`src/rtl/stall_pkg.sv`:
```
package stall_pkg;

  // bit positions inside the synchronised input vector
  localparam int IDX_AB   = 0;
  localparam int IDX_BC   = 1;
  localparam int IDX_CA   = 2;
  localparam int IDX_RUN  = 3;
  localparam int IDX_DIR  = 4;
  localparam int IDX_TICK = 5;
  localparam int IN_W     = 6;

  // reset image: stop commanded, everything else low
  localparam logic [IN_W-1:0] IN_RESET = 6'b001000;

  // control -> datapath strobes
  typedef struct packed {
    logic cntClear;
    logic cntInc;
  } stall_cmd_t;

  // datapath -> control status
  typedef struct packed {
    logic tickEdge;
    logic hallEdge;
    logic runEdge;
    logic dirEdge;
    logic runIdle;
    logic cntFull;
  } stall_stat_t;

endpackage

```
`src/rtl/stall_sync.sv`:
```
module stall_sync #(
  parameter int WIDTH = 6,
  parameter int STAGES = 2,
  parameter logic [WIDTH-1:0] RESET_VAL = '0
) (
  input  logic             clk,
  input  logic             rstN,
  input  logic [WIDTH-1:0] asyncIn,
  output logic [WIDTH-1:0] syncOut
);

  logic [STAGES-1:0][WIDTH-1:0] pipe;

  generate
    if (STAGES == 1) begin : g_single
      always_ff @(posedge clk or negedge rstN) begin
        if (!rstN) pipe[0] <= RESET_VAL;
        else       pipe[0] <= asyncIn;
      end
    end else begin : g_chain
      always_ff @(posedge clk or negedge rstN) begin
        if (!rstN) pipe <= {STAGES{RESET_VAL}};
        else       pipe <= {pipe[STAGES-2:0], asyncIn};
      end
    end
  endgenerate

  assign syncOut = pipe[STAGES-1];

endmodule

```
`src/rtl/stall_datapath.sv`:
```
module stall_datapath
  import stall_pkg::*;
#(
  parameter int CNT_W = 4,
  parameter int SYNC_STAGES = 2
) (
  input  logic              clk,
  input  logic              rstN,
  input  logic [IN_W-1:0]   rawIn,
  input  stall_cmd_t        cmd,
  output stall_stat_t       stat
);

  localparam logic [CNT_W-1:0] CNT_MAX = {CNT_W{1'b1}};

  logic [IN_W-1:0]  syncVec;
  logic [IN_W-1:0]  prevVec;
  logic [CNT_W-1:0] count;
  logic             hallPar;
  logic             hallParPrev;

  stall_sync #(
    .WIDTH(IN_W),
    .STAGES(SYNC_STAGES),
    .RESET_VAL(IN_RESET)
  ) i_sync (
    .clk(clk),
    .rstN(rstN),
    .asyncIn(rawIn),
    .syncOut(syncVec)
  );

  // registered copy for edge finding
  always_ff @(posedge clk or negedge rstN) begin
    if (!rstN) prevVec <= IN_RESET;
    else       prevVec <= syncVec;
  end

  // Hall activity is seen as a change of the parity of all three sensors
  assign hallPar     = syncVec[IDX_AB] ^ syncVec[IDX_BC] ^ syncVec[IDX_CA];
  assign hallParPrev = prevVec[IDX_AB] ^ prevVec[IDX_BC] ^ prevVec[IDX_CA];

  always_comb begin
    stat.tickEdge = syncVec[IDX_TICK] & ~prevVec[IDX_TICK];
    stat.hallEdge = hallPar ^ hallParPrev;
    stat.runEdge  = syncVec[IDX_RUN] ^ prevVec[IDX_RUN];
    stat.dirEdge  = syncVec[IDX_DIR] ^ prevVec[IDX_DIR];
    stat.runIdle  = syncVec[IDX_RUN];
    stat.cntFull  = (count == CNT_MAX);
  end

  // timing-pulse counter, saturating at its last value
  always_ff @(posedge clk or negedge rstN) begin
    if (!rstN)            count <= '0;
    else if (cmd.cntClear) count <= '0;
    else if (cmd.cntInc)   count <= count + 1'b1;
  end

  // stop command leaves the counter at zero
  a_r2_idle_zero: assert property (@(posedge clk) disable iff (!rstN)
    stat.runIdle |=> (count == '0));

  // a full counter never wraps without a clear
  a_r3_no_wrap: assert property (@(posedge clk) disable iff (!rstN)
    (stat.cntFull && !cmd.cntClear) |=> stat.cntFull);

  // one step per clock at most
  a_r10_single_step: assert property (@(posedge clk) disable iff (!rstN)
    (!cmd.cntClear && !stat.cntFull) |=> (count == $past(count) || count == $past(count) + 1'b1));

endmodule

```
`src/rtl/stall_control.sv`:
```
module stall_control
  import stall_pkg::*;
(
  input  logic        clk,
  input  logic        rstN,
  input  stall_stat_t stat,
  output stall_cmd_t  cmd,
  output logic        stallDetect,
  output logic        stallProtect
);

  logic overflowHit;
  logic latchRelease;

  always_comb begin
    cmd.cntClear = stat.runIdle | stat.hallEdge | stat.dirEdge;
    cmd.cntInc   = stat.tickEdge & ~stat.cntFull & ~cmd.cntClear;
    overflowHit  = stat.tickEdge & stat.cntFull & ~cmd.cntClear;
    latchRelease = stat.runEdge | stat.dirEdge;
  end

  always_ff @(posedge clk or negedge rstN) begin
    if (!rstN)             stallDetect <= 1'b0;
    else if (cmd.cntClear) stallDetect <= 1'b0;
    else if (overflowHit)  stallDetect <= 1'b1;
  end

  // release wins over set so a toggle during a stall starts a fresh attempt
  always_ff @(posedge clk or negedge rstN) begin
    if (!rstN)             stallProtect <= 1'b0;
    else if (latchRelease) stallProtect <= 1'b0;
    else if (stallDetect)  stallProtect <= 1'b1;
  end

  // no detect while stopped
  a_r2_idle_quiet: assert property (@(posedge clk) disable iff (!rstN)
    stat.runIdle |=> !stallDetect);

  // detect only rises out of a full counter
  a_r3_rise_needs_full: assert property (@(posedge clk) disable iff (!rstN)
    $rose(stallDetect) |-> $past(stat.cntFull));

  // Hall activity drops detect
  a_r4_edge_clears: assert property (@(posedge clk) disable iff (!rstN)
    stat.hallEdge |=> !stallDetect);

  // detect sets the latch unless a toggle releases it
  a_r6_latch_sets: assert property (@(posedge clk) disable iff (!rstN)
    (stallDetect && !latchRelease) |=> stallProtect);

  // the latch never falls without a toggle
  a_r6_latch_holds: assert property (@(posedge clk) disable iff (!rstN)
    (stallProtect && !latchRelease) |=> stallProtect);

  // run or direction toggle releases the latch
  a_r7_toggle_clears: assert property (@(posedge clk) disable iff (!rstN)
    latchRelease |=> !stallProtect);

endmodule

```
`src/rtl/stall_guard.sv`:
```
module stall_guard
  import stall_pkg::*;
#(
  parameter int CNT_W = 4,
  parameter int SYNC_STAGES = 2
) (
  input  logic clk,
  input  logic rstN,
  input  logic tickIn,
  input  logic hallAb,
  input  logic hallBc,
  input  logic hallCa,
  input  logic runN,
  input  logic dirIn,
  output logic stallDetect,
  output logic stallProtect
);

  logic [IN_W-1:0] rawIn;
  stall_cmd_t      cmd;
  stall_stat_t     stat;

  always_comb begin
    rawIn           = '0;
    rawIn[IDX_AB]   = hallAb;
    rawIn[IDX_BC]   = hallBc;
    rawIn[IDX_CA]   = hallCa;
    rawIn[IDX_RUN]  = runN;
    rawIn[IDX_DIR]  = dirIn;
    rawIn[IDX_TICK] = tickIn;
  end

  stall_datapath #(
    .CNT_W(CNT_W),
    .SYNC_STAGES(SYNC_STAGES)
  ) i_datapath (
    .clk(clk),
    .rstN(rstN),
    .rawIn(rawIn),
    .cmd(cmd),
    .stat(stat)
  );

  stall_control i_control (
    .clk(clk),
    .rstN(rstN),
    .stat(stat),
    .cmd(cmd),
    .stallDetect(stallDetect),
    .stallProtect(stallProtect)
  );

endmodule

```
`config.mk`:
```
export PLATFORM = sky130hd
export DESIGN_NAME = stall_guard
export DESIGN_NICKNAME = d
export VERILOG_FILES = /design/src/rtl/stall_pkg.sv /design/src/rtl/stall_sync.sv /design/src/rtl/stall_datapath.sv /design/src/rtl/stall_control.sv /design/src/rtl/stall_guard.sv
export SDC_FILE = /design/constraint.sdc
export NUM_CORES = 1
export LEC_CHECK = 0
export BUFFER_PORTS_ARGS = -buffer_cell sky130_fd_sc_hd__buf_2
export CAP_MARGIN = 20
export CELL_PAD_IN_SITES_DETAIL_PLACEMENT = 1
export CELL_PAD_IN_SITES_GLOBAL_PLACEMENT = 2
export CORE_ASPECT_RATIO = 0.8
export CORE_UTILIZATION = 39
export CTS_CLUSTER_SIZE = 28
export DETAILED_ROUTE_END_ITERATION = 16
export HOLD_SLACK_MARGIN = 0.15
export PLACE_DENSITY_LB_ADDON = 0.1
export SETUP_SLACK_MARGIN = 0.5
export SLEW_MARGIN = 20
export SYNTH_ARGS = -nofsm -noshare
export SYNTH_HDL_FRONTEND = slang
export SYNTH_SLANG_ARGS = --single-unit
```
`constraint.sdc`:
```
create_clock -name clk -period 1.9 [get_ports clk]
set_input_delay 0.57 -clock clk [delete_from_list [all_inputs] [get_ports clk]]
set_output_delay 0.57 -clock clk [all_outputs]
set_load 0.005 [all_outputs]
```
Word-level counts from Yosys, hierarchy flattened
Index checks and enable logic that the tools add are counted.
{"block": "totals", "ff_bits": 24, "output_inout_bits": 2, "word_cells": 35}
{"block": "op_classes", "n_addsub": 1, "eq_ne": 1, "n_mux": 6, "n_bitwise": 18, "reduce_logical": 3}
{"cell": "two-way mux 4 bit", "n": 2}
{"cell": "XOR 1 bit", "n": 7}
{"cell": "nonzero test 2 bit", "n": 3}
{"cell": "AND 1 bit", "n": 5}
{"cell": "adder 4 x 1 -> 4 bit (second input constant)", "n": 1}
{"cell": "== test 4 bit (second input constant)", "n": 1}
{"cell": "two-way mux 1 bit", "n": 4}
{"cell": "NOT 1 bit", "n": 3}
{"cell": "bitwise OR 1 bit", "n": 3}

Logic depth before layout (Yosys ltp)
{"block": "logic_depth", "ltp_word": 9, "depth_mapped": 4, "ltp_nobuf": 4}

Modules after synthesis
A second synthesis with hierarchy kept.
{"block": "unflattened", "cells_unflattened": 56, "hier_area_um2": 838.3}
{"mod": "stall_datapath", "n_inst": 1, "cells_each": 30, "area_per_inst_um2": 399.1, "seq_area_each_um2": 251.5}
{"mod": "stall_sync", "n_inst": 1, "cells_each": 18, "area_per_inst_um2": 347.8, "seq_area_each_um2": 302.8}
{"mod": "stall_control", "n_inst": 1, "cells_each": 8, "area_per_inst_um2": 91.3, "seq_area_each_um2": 50.0}

Least setup slack after synthesis
OpenSTA, ideal clock, no wires.
{"block": "synth_timing", "path_type": "reg2reg", "from": "register i_datapath.count[0]", "to": "register i_datapath.count[1]", "setup_time_ns": 0.094, "arrival_time_ns": 1.315, "path_slack_ns": 0.491, "stages_incl_launch_ff": 5, "synth_period_minus_slack_ns": 1.409, "cell_sequence": "dfrtp_1 ha_1 and3_1 or3b_1 a211oi_1"}
{"block": "synth_via", "elab_chain_len": 5, "elab_cells_between_ends": 8}
{"element": "start, declared", "line": "stall_datapath.sv:18", "text": "logic [CNT_W-1:0] count;"}
{"element": "start signal, assigned", "line": "stall_datapath.sv:56", "text": "else if (cmd.cntInc) count <= count + 1'b1;"}
{"element": "branches (longest 5 deep; another with adder 4 x 1 -> 4 bit)"}
Several ways; the timed one is not identified. The select of a mux whose other input is x is not followed.
A chain may end at the register's enable or synchronous reset.

Worst setup path after layout
{"block": "layout_timing", "from": "register i_datapath.count[0]", "to": "register i_datapath.count[0]"}
Same word-level chain as after synthesis.

==> impl_metrics.csv <==
group,metric,value,unit
logic_synthesis,synthArstFlopShare,1.000,
cts,clockRootBuffer,"clkbuf_4",
timing,relSlewSlack,0.6546,
cts,cts_sinks,24,
die,die_h,43.59,um
route,routed_wl,1389,um
critical_path,cp_max_fo,5,
die,core,1962,sq um
route,dr.pass1.iters,4,
final_layout,fillCellCount,192,
place,place_inst,85,
final_layout,layout_commonest_cell,"dfrtp_1",
final_layout,final_layout_size_suffix_gt1_frac,0.4118,
logic_synthesis,synth_edf_count,0,
grt,gr-usage-all-layers,0.1531,
logic_synthesis,yosysWarnings,0,
cts,cts_tree,"done",
logic_synthesis,synth-main-ff-cell,"dfrtp_1",
run,max_cap_viol_count,0,
logic_synthesis,ys_seq_area_frac,0.7166,
critical_path,crit_chain,"ha_2 > and3_4 > or3_4 > a211oi_2",
pwr,switching_power,0.1947,mW
die,die_x,53.99,um
final_layout,diodes,0,
timing,hold_ws,0.2042,ns
cts,clk_pin_slew_worst_paths,0.13,ns
route,routed_via_density,4.946,
grt,grt_max_degree,25,
critical_path,critPathLaunchType,"flip-flop",
timing,drv_slew,0,
final_layout,final_cell_mix,"21 x dfrtp_1, 9 x buf_2",
critical_path,critPathSlowestCell,"dfrtp_1",
cts,cts_buffers,3,
grt,overflow,0,
critical_path,arrival,1.71,ns
critical_path,cp.required,2.14,ns
grt,grt_pass1_vias,464,
critical_path,endpoint_kind,"flip-flop",
critical_path,reg2reg_slack,0.43,ns
grt,antenna_found_initial,0,
route,drt_iter0_drc,6,
pwr,leakagePower,0.4425,nW
pwr,p_clk_frac,0.299,
route,ant_nets,0,
logic_synthesis,synth.avg_cell_area,16.22,sq um
grt,grt_pass1_wl,2346,um
pwr,pwr-share-seq,0.621,
place,dpl_cell_area,923.4,sq um
timing,tns,0,ns
die,std_cell_rows,14,
route,vias,455,
pwr,switching_share,0.2223,
logic_synthesis,synth_cells,52,
logic_synthesis,ys_types,21,
final_layout,fin_cells,92,
critical_path,worstSetupPathType,"reg2reg",
die,io_pins,10,
outcome,status,"finished clean",
min_path,hp-class,"in2async",
timing,period_share,0.7729,
final_layout,area_delta_synth_final,18.84,%
final_layout,nets,78,
timing,finalHoldViolCount,0,
final_layout,postLayoutCellArea,1002,sq um
cts,cts_buffer_depth,2,
route,wl_per_cell,15.10,um
pwr,p_int,0.6813,mW
place,gp_congestion,0.6910,
critical_path,cp_top_family,"simple AND/OR/NAND/NOR gates",
die,die-area,2353,sq um
place,numPortBuffers,9,
route,drc,0,
timing,tightest_slew,0.5180,ns
cts,h-tree-depth,1,
timing,min_period,1.468,ns
timing,setup_viol,0,
logic_synthesis,ys_ff_latch,24,
timing,max_freq,0.6810,GHz
timing,rsz0062_at_grt,"yes",
pwr,pwr_density_cell,874.1,nW/um^2
pwr,comb_power_share,0.080,
pwr,peakVddDrop,0.5743,mV
timing,finClkSkew,0.01176,ns
die,start_util,0.4298,
critical_path,slowest_delay,0.41,ns
cts,clock_latency,0.31,ns
logic_synthesis,syn-cell-area,843.3,sq um
logic_synthesis,synthesis.nets,61,
critical_path,path_buf_inv,0,
cell families after synthesis:
family / count (synthesis) / synth area share
AO/OA/AOI/OAI: 9 / 0.09348
XOR/XNOR: 6 / 0.08903
adder cells (fa/ha/maj): 1 / 0.01483
flip-flops: 24 / 0.7166
AND/OR/NAND/NOR: 12 / 0.08605
repair_timing:
| item | CTS | global route |
|---|---|---|
| gates resized for setup | 4 | 1 |
| setup endpoints to repair | 5 | 7 |
| setup buffers | 2 | 1 |
| hold buffers | 0 | 0 |
| pin swaps | 4 | 3 |
final timing paths:
kind | startpoint | end | depth (start not counted)
max in group asynchronous | rstN | i_datapath.i_sync.syncOut[3]$_DFF_PN1_ | 1
worst max-delay path | i_datapath.count[0]$_DFFE_PN0P_ | i_datapath.count[0]$_DFFE_PN0P_ | 4
worst min register to register | i_datapath.i_sync.pipe[1]$_DFF_PN0_ | i_datapath.i_sync.syncOut[1]$_DFF_PN0_ | 0
worst max register to register | i_datapath.count[0]$_DFFE_PN0P_ | i_datapath.count[0]$_DFFE_PN0P_ | 4
worst min-delay path | rstN | i_control.stallProtect$_DFFE_PN0P_ | 1
min in group clk | runN | i_datapath.i_sync.pipe[3]$_DFF_PN1_ | 1
stage by stage:
stage	util	setup slack [ns]	total power, mW
CTS	0.5045	0.4603	0.8844
global route	0.5108	0.3714	0.9134
finish	0.5108	0.4316	0.8760
floorplan	-	0.5110	0.5914
global placement	0.4707	0.4623	0.6170
detailed placement	0.4707	0.3797	0.6192
cell type report:
class	count	area (sq um)	area share
Sequential cell	24	604.3	0.6030
Multi-Input combinational cell	28	264.0	0.2634
Timing Repair Buffer	12	67.56	0.06742
Clock buffer	4	36.28	0.03620
Tap cell	24	30.03	0.02996
worst register-to-register path, stage by stage (launching register included):
cell and delay (ns):
dfrtp_1 0.41, ha_2 0.20, and3_4 0.19, or3_4 0.38
a211oi_2 0.21
power groups by stage:
stage / registers [mW] / logic (mW) / clock network (mW)
2_1_floorplan: 0.552 / 0.0399 / 0
3_3_place_gp: 0.553 / 0.0640 / 0
3_5_place_dp: 0.555 / 0.0644 / 0
4_1_cts: 0.545 / 0.0701 / 0.270
5_1_grt: 0.547 / 0.0771 / 0.290
6_report: 0.544 / 0.0703 / 0.262
flip-flops by register name, indices dropped and copies added (netlist names):
register                   cells
i_datapath.i_sync.pipe         6
i_datapath.i_sync.syncOut      6
i_datapath.prevVec             6
i_datapath.count               4
i_control.stallDetect          1
i_control.stallProtect         1
synthesized netlist by cell type, types with 2 or more instances:
cell      number  area, sq um
a211oi_1       3        22.52
dfstp_2        3        78.83
nor2_1         2        7.510
or3_1          2        12.51
nand2b_1       2        12.51
o21ai_0        3        15.01
dfrtp_1       21        525.5
xnor2_1        3        26.28
routing by layer:
layer  GRT usage  up-vias  part of all wire
li1            -      213                 -
met1      0.1968      227              0.45
met5           0        -                 0
met2      0.2074       13              0.47
met4     0.07692        0             0.010
met3     0.08421        2             0.063
No activity file was read; power rests on OpenSTA's default activity.
